<file path="config.mk">
export PLATFORM = sky130hd
export DESIGN_NAME = txq_arbiter
export DESIGN_NICKNAME = d
export VERILOG_FILES = /design/src/rtl/txq_arb_pkg.sv /design/src/rtl/txq_fixed_pick.sv /design/src/rtl/txq_rr_pick.sv /design/src/rtl/txq_grant_ctrl.sv /design/src/rtl/txq_arbiter.sv
export SDC_FILE = /design/constraint.sdc
export NUM_CORES = 1
export LEC_CHECK = 0
export BUFFER_PORTS_ARGS = -buffer_cell sky130_fd_sc_hd__buf_2
export CAP_MARGIN = 20
export CORE_MARGIN = 10
export CORE_UTILIZATION = 40
export CTS_BUF_LIST = sky130_fd_sc_hd__clkbuf_8
export CTS_CLUSTER_DIAMETER = 200
export DETAILED_ROUTE_END_ITERATION = 16
export GPL_ROUTABILITY_DRIVEN = 0
export GPL_TIMING_DRIVEN = 0
export SETUP_SLACK_MARGIN = 0.05
export SLEW_MARGIN = 20
export SYNTH_ARGS = -nofsm -noshare
export SYNTH_HDL_FRONTEND = slang
export SYNTH_HIERARCHICAL = 1
export SYNTH_SLANG_ARGS = --single-unit
</file>
<file path="constraint.sdc">
create_clock -name clk -period 5.2 [get_ports clk]
set_input_delay 0.78 -clock clk [delete_from_list [all_inputs] [get_ports clk]]
set_output_delay 0.78 -clock clk [all_outputs]
set_load 0.02 [all_outputs]
</file>
<file path="src/rtl/txq_arb_pkg.sv">
package txq_arb_pkg;
  localparam int unsigned NUM_CH = 8;
  localparam int unsigned IDX_W  = $clog2(NUM_CH);

  typedef logic [NUM_CH-1:0] chvec_t;
  typedef logic [IDX_W-1:0]  chidx_t;

  // highest set bit wins; returns 0 when vector is empty
  function automatic chidx_t top_set_bit(input chvec_t v);
    chidx_t r;
    r = '0;
    for (int i = 0; i < NUM_CH; i++) begin
      if (v[i]) r = chidx_t'(i);
    end
    return r;
  endfunction

  // lowest set bit; returns 0 when vector is empty
  function automatic chidx_t low_set_bit(input chvec_t v);
    chidx_t r;
    r = '0;
    for (int i = NUM_CH - 1; i >= 0; i--) begin
      if (v[i]) r = chidx_t'(i);
    end
    return r;
  endfunction

  // rotate right so bit 'sh' lands at position 0
  function automatic chvec_t rot_down(input chvec_t v, input chidx_t sh);
    chvec_t r;
    for (int i = 0; i < NUM_CH; i++) begin
      r[i] = v[(i + int'(sh)) % NUM_CH];
    end
    return r;
  endfunction

  function automatic chidx_t idx_add(input chidx_t a, input chidx_t b);
    return chidx_t'((int'(a) + int'(b)) % NUM_CH);
  endfunction

  function automatic chvec_t one_hot(input chidx_t i);
    chvec_t r;
    r = '0;
    r[i] = 1'b1;
    return r;
  endfunction
endpackage

</file>
<file path="src/rtl/txq_fixed_pick.sv">
module txq_fixed_pick
  import txq_arb_pkg::*;
(
  input  chvec_t req_i,
  output chidx_t idx_o
);
  assign idx_o = top_set_bit(req_i);
endmodule

</file>
<file path="src/rtl/txq_rr_pick.sv">
module txq_rr_pick
  import txq_arb_pkg::*;
(
  input  chvec_t req_i,
  input  chidx_t start_i,
  output chidx_t idx_o
);
  chvec_t rotated;
  chidx_t offset;

  assign rotated = rot_down(req_i, start_i);
  assign offset  = low_set_bit(rotated);
  assign idx_o   = idx_add(start_i, offset);
endmodule

</file>
<file path="src/rtl/txq_grant_ctrl.sv">
module txq_grant_ctrl
  import txq_arb_pkg::*;
(
  input  logic   clk,
  input  logic   rst_n,
  input  logic   any_req_i,
  input  logic   done_i,
  input  chidx_t pick_i,
  output logic   busy_o,
  output chidx_t idx_o,
  output chidx_t ptr_o,
  output logic   decide_o,
  output logic   release_o
);
  assign decide_o  = !busy_o && any_req_i;
  assign release_o = busy_o && done_i;

  always_ff @(posedge clk or negedge rst_n) begin
    if (!rst_n) begin
      busy_o <= 1'b0;
      idx_o  <= '0;
      ptr_o  <= '0;
    end else if (decide_o) begin
      busy_o <= 1'b1;
      idx_o  <= pick_i;
      ptr_o  <= idx_add(pick_i, chidx_t'(1));
    end else if (release_o) begin
      busy_o <= 1'b0;
    end
  end
endmodule

</file>
<file path="src/rtl/txq_arbiter.sv">
module txq_arbiter
  import txq_arb_pkg::*;
(
  input  logic             clk,
  input  logic             rst_n,
  input  logic             mode_rr_i,
  input  logic [7:0]       req_i,
  input  logic             done_i,
  output logic [7:0]       gnt_o,
  output logic             gnt_valid_o,
  output logic [2:0]       gnt_idx_o
);
  chidx_t fixed_idx_w;
  chidx_t rr_idx_w;
  chidx_t pick_w;
  chidx_t held_idx_w;
  chidx_t rr_ptr_w;
  logic   busy_w;
  logic   decide_w;
  logic   release_w;
  logic   any_req_w;

  assign any_req_w = |req_i;

  txq_fixed_pick u_fixed (
    .req_i (req_i),
    .idx_o (fixed_idx_w)
  );

  txq_rr_pick u_rr (
    .req_i   (req_i),
    .start_i (rr_ptr_w),
    .idx_o   (rr_idx_w)
  );

  // mode only matters when a decision is taken
  assign pick_w = mode_rr_i ? rr_idx_w : fixed_idx_w;

  txq_grant_ctrl u_ctrl (
    .clk       (clk),
    .rst_n     (rst_n),
    .any_req_i (any_req_w),
    .done_i    (done_i),
    .pick_i    (pick_w),
    .busy_o    (busy_w),
    .idx_o     (held_idx_w),
    .ptr_o     (rr_ptr_w),
    .decide_o  (decide_w),
    .release_o (release_w)
  );

  assign gnt_valid_o = busy_w;
  assign gnt_idx_o   = held_idx_w;
  assign gnt_o       = busy_w ? one_hot(held_idx_w) : '0;
endmodule

</file>
* Word-level counts from Yosys, hierarchy flattened
Cells that the tools add are included.
Cells by class: $add $sub $neg 9, $lt $le $gt $ge 10, muxes and demuxes 37, reduce and logical (&&, ||, !) cells 6
Operator list (count):
- two-way mux 3 bit | 13
- < comparator 3 x 4 -> 1 bit, second input constant | 9
- binary-select mux 1 bit (select 3 bit) | 8
- adder 3 bit, first input constant | 4
- two-way mux 1 bit | 12
- two-way mux 8 bit | 1
- OR reduction 8 bit | 1
- adder 2 x 3 -> 3 bit, first input constant | 2
- two-way mux 2 bit | 2
- adder 1 x 3 -> 3 bit, first input constant | 1
- adder 3 x 1 -> 3 bit, second input constant | 1
- adder 3 bit | 1
- demux 1 bit (select 3 bit) | 1
- greater-or-equal comparator 3 x 1 -> 1 bit, second input constant | 1
- logical AND 1 bit | 3
- nonzero test 2 bit | 1
- zero test 1 bit | 1
Word-level totals: register bits after elaboration 7, output and inout port bits 12

* Depth between registers and ports, before layout
depth after elaboration 14, gate-level depth with buffers 19, depth with buffers taken out 16

* By module
The synthesis kept the hierarchy.
By module, submodules not included:
- txq_rr_pick | instances 1, cells each 68, area an instance 706.9 µm²
- txq_grant_ctrl | instances 1, cells each 21, area an instance 312.8 µm²
- txq_arbiter | instances 1, cells each 19, area an instance 123.9 µm²
- txq_fixed_pick | instances 1, cells each 10, area an instance 45.0 µm²

* Worst setup path before layout
Ideal clock, no wire load.
path type flip-flop to flip-flop, start reg u_ctrl.ptr_o[0], end reg u_ctrl.ptr_o[2], library setup time 125 ps, arrival time 3861 ps, required time 5075 ps, setup slack 1214 ps, stages on the path, launching flop included 18, period minus slack after synthesis 3986 ps, cells stage by stage dfrtp_1 > buf_2 > buf_2 > inv_1 > ha_1 > buf_6 > mux4_2 > and2_1 > a211oi_1 > a21oi_1 > a21oi_1 > o21ai_0 > fa_1 > inv_1 > mux2_2 > ha_1 > xor2_1 > mux2_4
Between the ends: word-level cells in the longest chain between the ends 14, elaborated cells between the ends (all ways) 34
RTL lines:
- from (decl) | RTL line txq_grant_ctrl.sv:11 | output chidx_t ptr_o,
- from (signal assigned) | RTL line txq_grant_ctrl.sv:26 | ptr_o <= idx_add(pick_i, chidx_t'(1));
- adder 3 bit | RTL line txq_arb_pkg.sv:32 | r[i] = v[(i + int'(sh)) % NUM_CH];
- binary-select mux 1 bit (select 3 bit) | RTL line txq_arb_pkg.sv:32
- two-way mux 1 bit (not written as such) | RTL line txq_arb_pkg.sv:32
- two-way mux 3 bit (8 in a row) | RTL line txq_arb_pkg.sv:23 | if (v[i]) r = chidx_t'(i);
- adder 3 bit (*) | RTL line txq_arb_pkg.sv:38 | return chidx_t'((int'(a) + int'(b)) % NUM_CH);
- named net rr_idx_w[1] | RTL line txq_arbiter.sv:14 | chidx_t rr_idx_w;
- two-way mux 3 bit (*) | RTL line txq_arbiter.sv:37 | assign pick_w = mode_rr_i ? rr_idx_w : fixed_idx_w;
- named net pick_w[1] | RTL line txq_arbiter.sv:15 | chidx_t pick_w;
- adder 3 x 1 -> 3 bit (*) | RTL line txq_arb_pkg.sv:38
Mark *: on every way through the listed nets, which the timed path passes. The rest lies on a longest branch. The select of a mux whose other input is x is not followed. A chain may end at the register's enable or synchronous reset.

* Worst setup path after layout
Ends and elaborated chain as after synthesis.

==> impl_metrics.py <==
metrics = {
    "floorplanning": {
        "fp.dieArea_um2": 5531,
        "core_area_um2": 2781,
        "fp.dieW_um": 74.37,
        "pin_count": 24,
        "die_y_um": 74.37,
        "start_util": 0.4251,
        "std_cell_rows": 19,
    },
    "final_layout": {
        "register_area_um2": 175.2,
        "final_common_cell": "buf_2",
        "diodes": 0,
        "drive_gt1_frac": 0.3889,
        "n_fill_cell": 270,
        "design_area_um2": 1381,
        "final_cell_mix": "buf_2, nor2_1, mux2i_1",
        "fin_nets": 162,
        "area_growth_pct": 16.82,
        "multiInputGateArea_um2": 938.4,
    },
    "global_route": {
        "antenna_found_initial": 0,
        "grt_usage": 0.1090,
        "grt_busiest_layer": "met2",
        "grt_overflow": 0,
        "use_met1": 0.1326,
        "grt.met3_usage": 0.01463,
        "grt_pass1_vias": 1056,
        "grt_pass1_wl_um": 4954,
        "grt_max_degree": 11,
        "globalRouteMet2Util": 0.1878,
    },
    "clock_tree": {
        "clk_latency_ps": 230,
        "cts_root_buffer": "clkbuf_8",
        "ctsResizeCount": 0,
        "clk_pin_slew_worst_paths_ps": 40,
        "cts_tree": "yes",
        "cts_setup_buffers": 0,
        "h-tree-depth": 1,
        "numCtsBuffers": 3,
        "holdBufCountCts": 0,
        "clock_sinks": 7,
        "clk_path_buf_depth": 2,
    },
    "critical_path": {
        "cp_top_family": "adder cells",
        "end_kind": "register",
        "worstPathMaxFanout": 10,
        "worstSetupStartpointType": "register",
        "slowest_stage": "fa_1",
        "worstPathRequired_ps": 5310,
        "timing_worst_setup_path_type": "register to register",
        "crit_arrival_ps": 4510,
        "cp_num_buf_inv": 5,
        "max_stage_delay_ps": 540,
        "cp_cell_sequence": "buf_2 -> buf_2 -> inv_1 -> ha_1 -> buf_6 -> mux4_2 -> and2_1 -> a211oi_1 -> a21oi_1 -> a21oi_1 -> o21ai_0 -> fa_1 -> inv_1 -> mux2_2 -> ha_1 -> xor2_1 -> mux2_4",
    },
    "pwr": {
        "p_seq_frac": 0.107,
        "switching_share": 0.4748,
        "power_per_cell_area_nw_per_um2": 830.1,
        "p_clk_frac": 0.064,
        "ir_drop_uv": 458.4,
        "leakage_nw": 0.6181,
        "combinationalPowerShare": 0.829,
        "p_int_mw": 0.6022,
        "p_switching_mw": 0.5445,
    },
    "placement": {
        "dpl.hpwl_um": 2300,
        "place_area_um2": 1336,
        "portBuffers": 23,
    },
    "detailed_routing": {
        "wl_per_cell_um": 16.46,
        "vias_per_cell": 5.931,
        "drc": 0,
        "drt_wl_total_um": 2881,
        "ant_nets": 0,
        "drt_iter0_drc": 55,
        "vias": 1038,
        "dr.pass1.iters": 4,
    },
    "synthesis": {
        "syn_nets": 134,
        "synthCells": 117,
        "synth_warnings": 6,
        "syn_avg_cell_area_um2": 10.11,
        "syn-cell-area_um2": 1182,
    },
    "outcome": {
        "status": "finished, final reports clean",
    },
    "timing": {
        "rsz0062_at_grt": "no",
        "min_period_over_period": 0.8453,
        "hold_viol_final": 0,
        "final.setup_skew_ps": 2.720,
        "drv_slew": 0,
        "worst_pin_slew_ps": 480.5,
        "slew_headroom": 0.6797,
        "period_needed_ps": 4396,
        "timing.fmax_ghz": 0.2275,
        "tns_ps": 0,
        "setup_viol": 0,
    },
    "flow_run": {
        "maxCapViolCount": 0,
    },
    "worst_hold_path": {
        "hp-class": "input port to asynchronous set/reset pin",
    },
}
-- state kept, by name (all words and copies together) (netlist names) --
| name | cells |
|---|---|
| u_ctrl/ptr_o | 3 |
| u_ctrl/busy_o | 1 |
| u_ctrl/idx_o | 3 |
-- stage by stage --
stage          utilization  worst slack, ps  power [mW]  hold WS [ps]  cells
3_3_place_gp        0.4804            899.2       1.033         536.0    171
3_5_place_dp        0.4804            863.2       1.062         540.3    171
5_1_grt             0.4966            538.2       1.257         382.2    175
6_report            0.4966            804.4       1.147         374.3    175
2_1_floorplan            -             1214      0.8892         484.4    117
4_1_cts             0.4966            825.7       1.149         371.3    175
-- final timing paths --
| path | endpoint | start | slack, ps | cells past startpoint |
|---|---|---|---|---|
| min | u_ctrl/ptr_o[2] | rst_n | 370 | 1 |
| max | u_ctrl/ptr_o[2] | u_ctrl/ptr_o[0] | 800 | 17 |
| min in group clk | u_ctrl/ptr_o[1] | u_ctrl/ptr_o[1] | 550 | 1 |
| min reg2reg | u_ctrl/ptr_o[1] | u_ctrl/ptr_o[1] | 550 | 1 |
| max reg2reg | u_ctrl/ptr_o[2] | u_ctrl/ptr_o[0] | 800 | 17 |
| max in group asynchronous | u_ctrl/idx_o[1] | rst_n | 4670 | 1 |
-- layout make-up --
class / instances / area share
plain buffers: 5 / 0.02355
clock buffers: 3 / 0.02989
clock inverters: 1 / 0.002717
inverters: 9 / 0.02627
multi-input cells: 96 / 0.6794
flip-flops and latches: 7 / 0.1268
well taps: 31 / 0.02808
repair buffers: 23 / 0.08333
-- worst reg2reg max path, cell delays in order, from the launching register on --
cell      delay [ps]
dfrtp_1          390
buf_2            230
buf_2            260
inv_1            150
ha_1             320
buf_6            160
mux4_2           500
and2_1           160
a211oi_1         200
a21oi_1          160
a21oi_1          140
o21ai_0          140
fa_1             540
inv_1             40
mux2_2           270
ha_1             190
xor2_1           160
mux2_4           250
-- metal layers --
metal  vias to the layer above  share of wire
li1                        493              -
met1                       520           0.43
met2                        19           0.52
met3                         6          0.028
met4                         0          0.022
met5                         -              0
-- power groups by stage --
| stage | Clock (mW) | Combinational [mW] | Sequential [mW] |
|---|---|---|---|
| finish | 0.0734 | 0.951 | 0.123 |
| global route | 0.0781 | 1.05 | 0.129 |
| CTS | 0.0766 | 0.949 | 0.123 |
| detailed placement | 0 | 0.939 | 0.123 |
| global placement | 0 | 0.911 | 0.122 |
| floorplan | 0 | 0.755 | 0.134 |
Power figures use the tool's default switching activity.
